File: src/rtl/line_sup_pkg.sv
package line_sup_pkg;

    typedef enum logic [2:0] {
        LS_OFF  = 3'd0,
        LS_STBY = 3'd1,
        LS_ACT  = 3'd2,
        LS_RING = 3'd3,
        LS_TRIP = 3'd4
    } line_state_e;

    typedef enum logic [1:0] {
        OP_PWRDN = 2'd0,
        OP_STBY  = 2'd1,
        OP_RING  = 2'd2,
        OP_POL   = 2'd3
    } host_op_e;

    typedef struct packed {
        logic pwr;
        logic sel_a;
        logic sel_b;
        logic pol;
    } ctl_pins_t;

    // Pin pattern for each state; ring pauses fall back to normal active feed.
    function automatic ctl_pins_t pins_for(line_state_e st, logic burst,
                                           logic phase, logic rev);
        ctl_pins_t p;
        p = '0;
        case (st)
            LS_STBY: p.pwr = 1'b1;
            LS_ACT: begin
                p.pwr   = 1'b1;
                p.sel_b = 1'b1;
                p.pol   = rev;
            end
            LS_RING: begin
                p.pwr = 1'b1;
                if (burst) begin
                    p.sel_a = 1'b1;
                    p.pol   = phase;
                end else begin
                    p.sel_b = 1'b1;
                end
            end
            LS_TRIP: begin
                p.pwr   = 1'b1;
                p.sel_a = 1'b1;
            end
            default: p = '0;
        endcase
        return p;
    endfunction

endpackage

File: src/rtl/line_det_filter.sv
module line_det_filter #(
    parameter int SYNC_N  = 2,
    parameter int DEB_CYC = 4
) (
    input  logic clk,
    input  logic rst,
    input  logic det_n_i,
    output logic hook_n_o
);
    localparam int CW = (DEB_CYC > 1) ? $clog2(DEB_CYC) : 1;
    localparam logic [CW-1:0] RUN_LAST = CW'(DEB_CYC - 1);

    logic [SYNC_N-1:0] sync_q;
    logic [CW-1:0]     run_q;
    logic              stable_q;

    always_ff @(posedge clk) begin
        if (rst) begin
            sync_q   <= '1;
            run_q    <= '0;
            stable_q <= 1'b1;
        end else begin
            sync_q <= {sync_q[SYNC_N-2:0], det_n_i};
            if (sync_q[SYNC_N-1] != stable_q) begin
                if (run_q == RUN_LAST) begin
                    stable_q <= sync_q[SYNC_N-1];
                    run_q    <= '0;
                end else begin
                    run_q <= run_q + 1'b1;
                end
            end else begin
                run_q <= '0;
            end
        end
    end

    assign hook_n_o = stable_q;
endmodule

File: src/rtl/line_ring_cadence.sv
module line_ring_cadence #(
    parameter int HW = 16,
    parameter int CW = 24
) (
    input  logic          clk,
    input  logic          rst,
    input  logic          en,
    input  logic [HW-1:0] half_cyc,
    input  logic [CW-1:0] burst_cyc,
    input  logic [CW-1:0] pause_cyc,
    output logic          in_burst_o,
    output logic          phase_o
);
    logic [HW-1:0] half_q;
    logic [CW-1:0] seg_q;
    logic [HW-1:0] half_last;
    logic [CW-1:0] burst_last;
    logic [CW-1:0] pause_last;
    logic [CW-1:0] seg_last;

    assign half_last  = (half_cyc  == '0) ? '0 : half_cyc  - 1'b1;
    assign burst_last = (burst_cyc == '0) ? '0 : burst_cyc - 1'b1;
    assign pause_last = (pause_cyc == '0) ? '0 : pause_cyc - 1'b1;
    assign seg_last   = in_burst_o ? burst_last : pause_last;

    always_ff @(posedge clk) begin
        if (rst || !en) begin
            in_burst_o <= 1'b1;
            seg_q      <= '0;
            half_q     <= '0;
            phase_o    <= 1'b0;
        end else if (seg_q == seg_last) begin
            in_burst_o <= ~in_burst_o;
            seg_q      <= '0;
            half_q     <= '0;
            phase_o    <= 1'b0;
        end else begin
            seg_q <= seg_q + 1'b1;
            if (in_burst_o) begin
                if (half_q == half_last) begin
                    half_q  <= '0;
                    phase_o <= ~phase_o;
                end else begin
                    half_q <= half_q + 1'b1;
                end
            end
        end
    end
endmodule

File: src/rtl/line_qual_timer.sv
module line_qual_timer #(
    parameter int W = 24
) (
    input  logic         clk,
    input  logic         rst,
    input  logic         arm,
    input  logic         hold,
    input  logic [W-1:0] limit,
    output logic         expire
);
    logic [W-1:0] cnt_q;
    logic [W-1:0] last;

    assign last   = (limit == '0) ? '0 : limit - 1'b1;
    assign expire = arm && hold && (cnt_q == last);

    always_ff @(posedge clk) begin
        if (rst || !arm || !hold) begin
            cnt_q <= '0;
        end else if (!expire) begin
            cnt_q <= cnt_q + 1'b1;
        end
    end
endmodule

File: src/rtl/line_sup_ctrl.sv
module line_sup_ctrl
    import line_sup_pkg::*;
#(
    parameter int SYNC_N  = 2,
    parameter int DEB_CYC = 4,
    parameter int HALF_W  = 16,
    parameter int SEG_W   = 24,
    parameter int QUAL_W  = 24
) (
    input  logic              clk,
    input  logic              rst,
    input  logic              hook_det_n,
    input  logic              cmd_valid,
    input  logic [1:0]        cmd_op,
    input  logic              cmd_rev,
    input  logic [HALF_W-1:0] cfg_half,
    input  logic [SEG_W-1:0]  cfg_burst,
    input  logic [SEG_W-1:0]  cfg_pause,
    input  logic [QUAL_W-1:0] cfg_qual,
    output logic              pwr_en_o,
    output logic              mode_a_o,
    output logic              mode_b_o,
    output logic              pol_o,
    output logic [2:0]        stat_state,
    output logic              stat_offhook
);
    line_state_e state_q, state_d;
    logic        rev_q, rev_d;
    logic        hook_n;
    logic        in_burst, phase;
    logic        qual_exp;
    logic        cmd_move;
    host_op_e    op;
    ctl_pins_t   pins;

    line_det_filter #(.SYNC_N(SYNC_N), .DEB_CYC(DEB_CYC)) u_filt (
        .clk(clk), .rst(rst), .det_n_i(hook_det_n), .hook_n_o(hook_n)
    );

    line_ring_cadence #(.HW(HALF_W), .CW(SEG_W)) u_ring (
        .clk(clk), .rst(rst), .en(state_q == LS_RING),
        .half_cyc(cfg_half), .burst_cyc(cfg_burst), .pause_cyc(cfg_pause),
        .in_burst_o(in_burst), .phase_o(phase)
    );

    line_qual_timer #(.W(QUAL_W)) u_qual (
        .clk(clk), .rst(rst), .arm(state_q == LS_ACT), .hold(hook_n),
        .limit(cfg_qual), .expire(qual_exp)
    );

    assign op = host_op_e'(cmd_op);

    always_comb begin
        cmd_move = 1'b0;
        state_d  = state_q;
        rev_d    = rev_q;
        if (cmd_valid) begin
            case (op)
                OP_PWRDN: begin
                    state_d  = LS_OFF;
                    cmd_move = 1'b1;
                end
                OP_STBY: begin
                    state_d  = LS_STBY;
                    cmd_move = 1'b1;
                end
                OP_RING: if (state_q == LS_STBY) begin
                    state_d  = LS_RING;
                    cmd_move = 1'b1;
                end
                default: rev_d = cmd_rev;
            endcase
        end
        if (!cmd_move) begin
            case (state_q)
                LS_STBY: if (!hook_n) state_d = LS_ACT;
                LS_ACT:  if (qual_exp) state_d = LS_STBY;
                LS_RING: if (!hook_n) state_d = LS_TRIP;
                LS_TRIP: state_d = LS_ACT;
                default: state_d = state_q;
            endcase
        end
    end

    always_ff @(posedge clk) begin
        if (rst) begin
            state_q <= LS_OFF;
            rev_q   <= 1'b0;
        end else begin
            state_q <= state_d;
            rev_q   <= rev_d;
        end
    end

    assign pins         = pins_for(state_q, in_burst, phase, rev_q);
    assign pwr_en_o     = pins.pwr;
    assign mode_a_o     = pins.sel_a;
    assign mode_b_o     = pins.sel_b;
    assign pol_o        = pins.pol;
    assign stat_state   = state_q;
    assign stat_offhook = (state_q != LS_OFF) && !hook_n;
endmodule

File: config.mk
export PLATFORM = sky130hd
export DESIGN_NAME = line_sup_ctrl
export DESIGN_NICKNAME = d
export VERILOG_FILES = /design/src/rtl/line_sup_pkg.sv /design/src/rtl/line_det_filter.sv /design/src/rtl/line_ring_cadence.sv /design/src/rtl/line_qual_timer.sv /design/src/rtl/line_sup_ctrl.sv
export SDC_FILE = /design/constraint.sdc
export NUM_CORES = 1
export LEC_CHECK = 0
export ABC_AREA = 0
export BUFFER_PORTS_ARGS = -buffer_cell sky130_fd_sc_hd__buf_2
export CAP_MARGIN = 20
export CORE_UTILIZATION = 30
export DETAILED_ROUTE_END_ITERATION = 12
export PLACE_DENSITY = 0.57
export SLEW_MARGIN = 20
export SYNTH_ARGS = -nofsm -noshare
export SYNTH_HDL_FRONTEND = slang
export SYNTH_SLANG_ARGS = --single-unit
File: constraint.sdc
create_clock -name clk -period 9.41 [get_ports clk]
set_input_delay 1.882 -clock clk [delete_from_list [all_inputs] [get_ports clk]]
set_output_delay 1.882 -clock clk [all_outputs]
set_load 0.01 [all_outputs]
==> results.md <==
- Total GRT Usage: 0.161
- Worst R2R Path Depth: 10
- Clock transition at path regs: ~0.060 ns
- Clock buffer depth: 2
- Post-cts resize count: 0
- Drc violations: 0
- Vias in the first global route: 6257
- H-tree levels: 3
- Setup slack, reg-to-reg: around 5.8 ns
- Post-Syn Nets: 1049
- Post-cts hold buffer count: 0
- LEAKAGE: between 0.002 and 0.003 uW
- Max-slew headroom: 0.367
- DR vias: 7034
- CTS Buf Count: 9
- Syn_area_per_cell: 7.57 um2
- # IOs: around 100
- Cell area after synthesis: between 7000 and 8000 um2
- Max Cap Viol: 0
- RR Endpoint: u_ring.half_q[13]
- CP Max Fanout: around 40
- Vert. Die Dim: roughly 160 um
- Setup bufs post-CTS: 0
- Antenna violations before repair: 0
- Reg area: around 1500 um2
- Seq/Total Area, Yosys: 0.210
- Final period util: 0.633
- Final Max Tran Viols: 0
- # fillers: ~2500
- Final GP Congestion: between 0.8 and 0.9
- CTS tree: built
- # rows: 56
- Yosys top cell area share: 0.210
- Ys async rst share: 0
- Dominant cell type by area after synthesis: dfxtp_1
- Outcome: finished clean
- Max Clk Rate: roughly 170 MHz
- Hold Path Sink: u_filt.sync_q[1]
- Final HPWL DP: around 15 mm
- Antenna diodes: 0
- Die area: 24400 um2
- Post-synth EDFFs: 0
- Worst min-delay path category: reg2reg
- Routed wire per std cell: 14.8 um
- Endpoints failing hold: 0
- Multi-input logic area: approximately 5300 um2
- Number of synthesized register bits: 75
- Worst-skew pair later-pin latency: roughly 0.34 ns
- Final nets: roughly 1100
- Die Span X: 156 um
- Critical path, cell by cell: buf_2 -> inv_1 -> ha_1 -> nor3b_1 -> nand3_1 -> o31ai_4 -> o22ai_1 -> xor2_1 -> a2111oi_0 -> nand4_1 -> nor4_2 -> or2_2 -> nor3_1
- Crit Reg-Reg Startpoint: u_ring.in_burst_o
- Synth top area cells: dfxtp_1, xnor2_1, xor2_1
- Synth warn: 0
- CP endpoint kind: flip-flop
- Delay of the slowest critical-path stage: 0.81 ns
- Critical path class: in2reg
- CP Data Required Time: 9.59 ns
- Core footprint: around 23000 um2
- CP arrival: 6.14 ns
- Slew of the pin with the lowest slew margin: roughly 0.95 ns
- CP top delay family: simple AND/OR/NAND/NOR gates
- Buf/Inv on CP: 2
- Hold Path Stages: 1
- Setup Skew: 0.00738 ns
- RSZ-0062 raised after global routing: false
- Total Power: 791 uW
- Top post-synthesis cells by count: nor2_1, dfxtp_1, xnor2_1, xor2_1, nand2_1
- Area growth syn-to-layout: 13.7%
- Gr ovfl total: 0
- Worst vdd ir: around 0.086 mV
- Post-Syn Instances: between 900 and 1000
- Final setup vio count: 0
- Pre-Repair DR Iteration Count: 5
- First-pass GRT wire length: approximately 32 mm
- Yosys cell types: between 70 and 80
- P per Cell Area: 97.4 nW/um2
- Via density: 5.28
- Top-count cell post-synth: nor2_1
- Number of buffers added on ports: about 100
- Ratio of cells with drive above 1 in the final layout: 0.165
- Ys flop type: dfxtp_1
- Starting density of the core: 0.305
- Largest net degree at the start of global routing: 42
- Startpoint types: input port
- Setup_tns: 0 ns
- Final min period: just under 6 ns
- Antenna-violating nets left: 0
- Crit-path slowest cell: or2_2
- Routed WL: between 15 and 20 mm
- Root buffer selected by CTS: clkbuf_16
- Clock sinks: 75
- Iteration-0 DRC Markers: 492
- Hold Path Origin: u_filt.sync_q[0]
area by class of cell:
type	instances	area share
tap	319	0.0491
multi-input combinational	784	0.647
clock inverter	7	0.00940
sequential	75	0.185
inverter	31	0.0143
timing repair buffer	107	0.0675
clock buffer	9	0.0277
metrics by stage:
stage	setup WS [ns]	hold slack [ns]	instances	utilization	area, um2
2_1_floorplan	4.41	0.389	944	-	7140
3_3_place_gp	3.26	0.398	1316	0.334	7820
3_5_place_dp	3.15	0.398	1316	0.334	7820
4_1_cts	3.48	0.412	1332	0.347	8120
5_1_grt	3.00	0.432	1332	0.347	8120
6_report	3.45	0.412	1332	0.347	8120
power by group:
group / internal [uW] / switching [uW] / leakage, uW
combinational: 52.1 / 69.2 / 0.00185
sequential: 318 / 1.03 / 0.000605
clock: 207 / 143 / 0.000142
total: 578 / 213 / 0.00260
worst max-delay path by stage:
stage	to	startpoint	cells past startpoint
final	u_ring.half_q[13]	cfg_pause[0]	13
after global routing	u_ring.half_q[13]	cfg_pause[0]	13
after CTS	u_ring.half_q[13]	cfg_pause[0]	13
after detailed placement	u_ring.half_q[13]	cfg_pause[0]	13
after global placement	u_ring.half_q[13]	cfg_pause[0]	13
after floorplan	u_ring.half_q[10]	cfg_half[0]	15
layer usage:
metal,track usage,part of all wire,vias up
met5,0,0,-
met4,0.0434,0.017,0
met3,0.0224,0.026,19
met2,0.259,0.45,129
met1,0.222,0.51,3276
li1,-,-,3610
cells in the final DEF, fill, tap and decap left out, types with 10 or more instances in the layout:
master	synthesis	final
nor3_1	45	45
inv_1	31	31
nand2b_1	13	13
nand4_1	32	32
o21ai_0	30	30
nor3b_1	14	14
dfxtp_1	75	75
or4_1	17	17
ha_1	10	10
nand2_1	61	61
a21oi_1	36	36
o22ai_1	19	19
nor2_1	91	91
or3_1	33	33
o211ai_1	12	12
nor3_2	14	14
nor4_1	21	21
nand3_1	43	43
buf_2	10	102
and3_1	14	14
xor2_1	62	62
xnor2_1	71	71
o31ai_1	16	16
logic make-up after synthesis:
kind of cell	count (synthesis)	synth area share
simple gates	453	0.363
compound gates	174	0.167
xor+xnor	136	0.173
buf+inv	85	0.0539
flops	75	0.210
mux	11	0.0158
fa+ha+maj	10	0.0175
flip-flops by register name, indices dropped and copies added (netlist names):
| register | cells |
|---|---|
| u_filt.sync_q | 2 |
| u_ring.phase_o | 1 |
| u_filt.hook_n_o | 1 |
| u_ring.seg_q | 24 |
| u_filt.run_q | 2 |
| u_qual.cnt_q | 24 |
| u_ring.half_q | 16 |
| rev_q | 1 |
| stat_state | 3 |
| u_ring.in_burst_o | 1 |
Note: power is estimated with default switching activity, not from simulation.
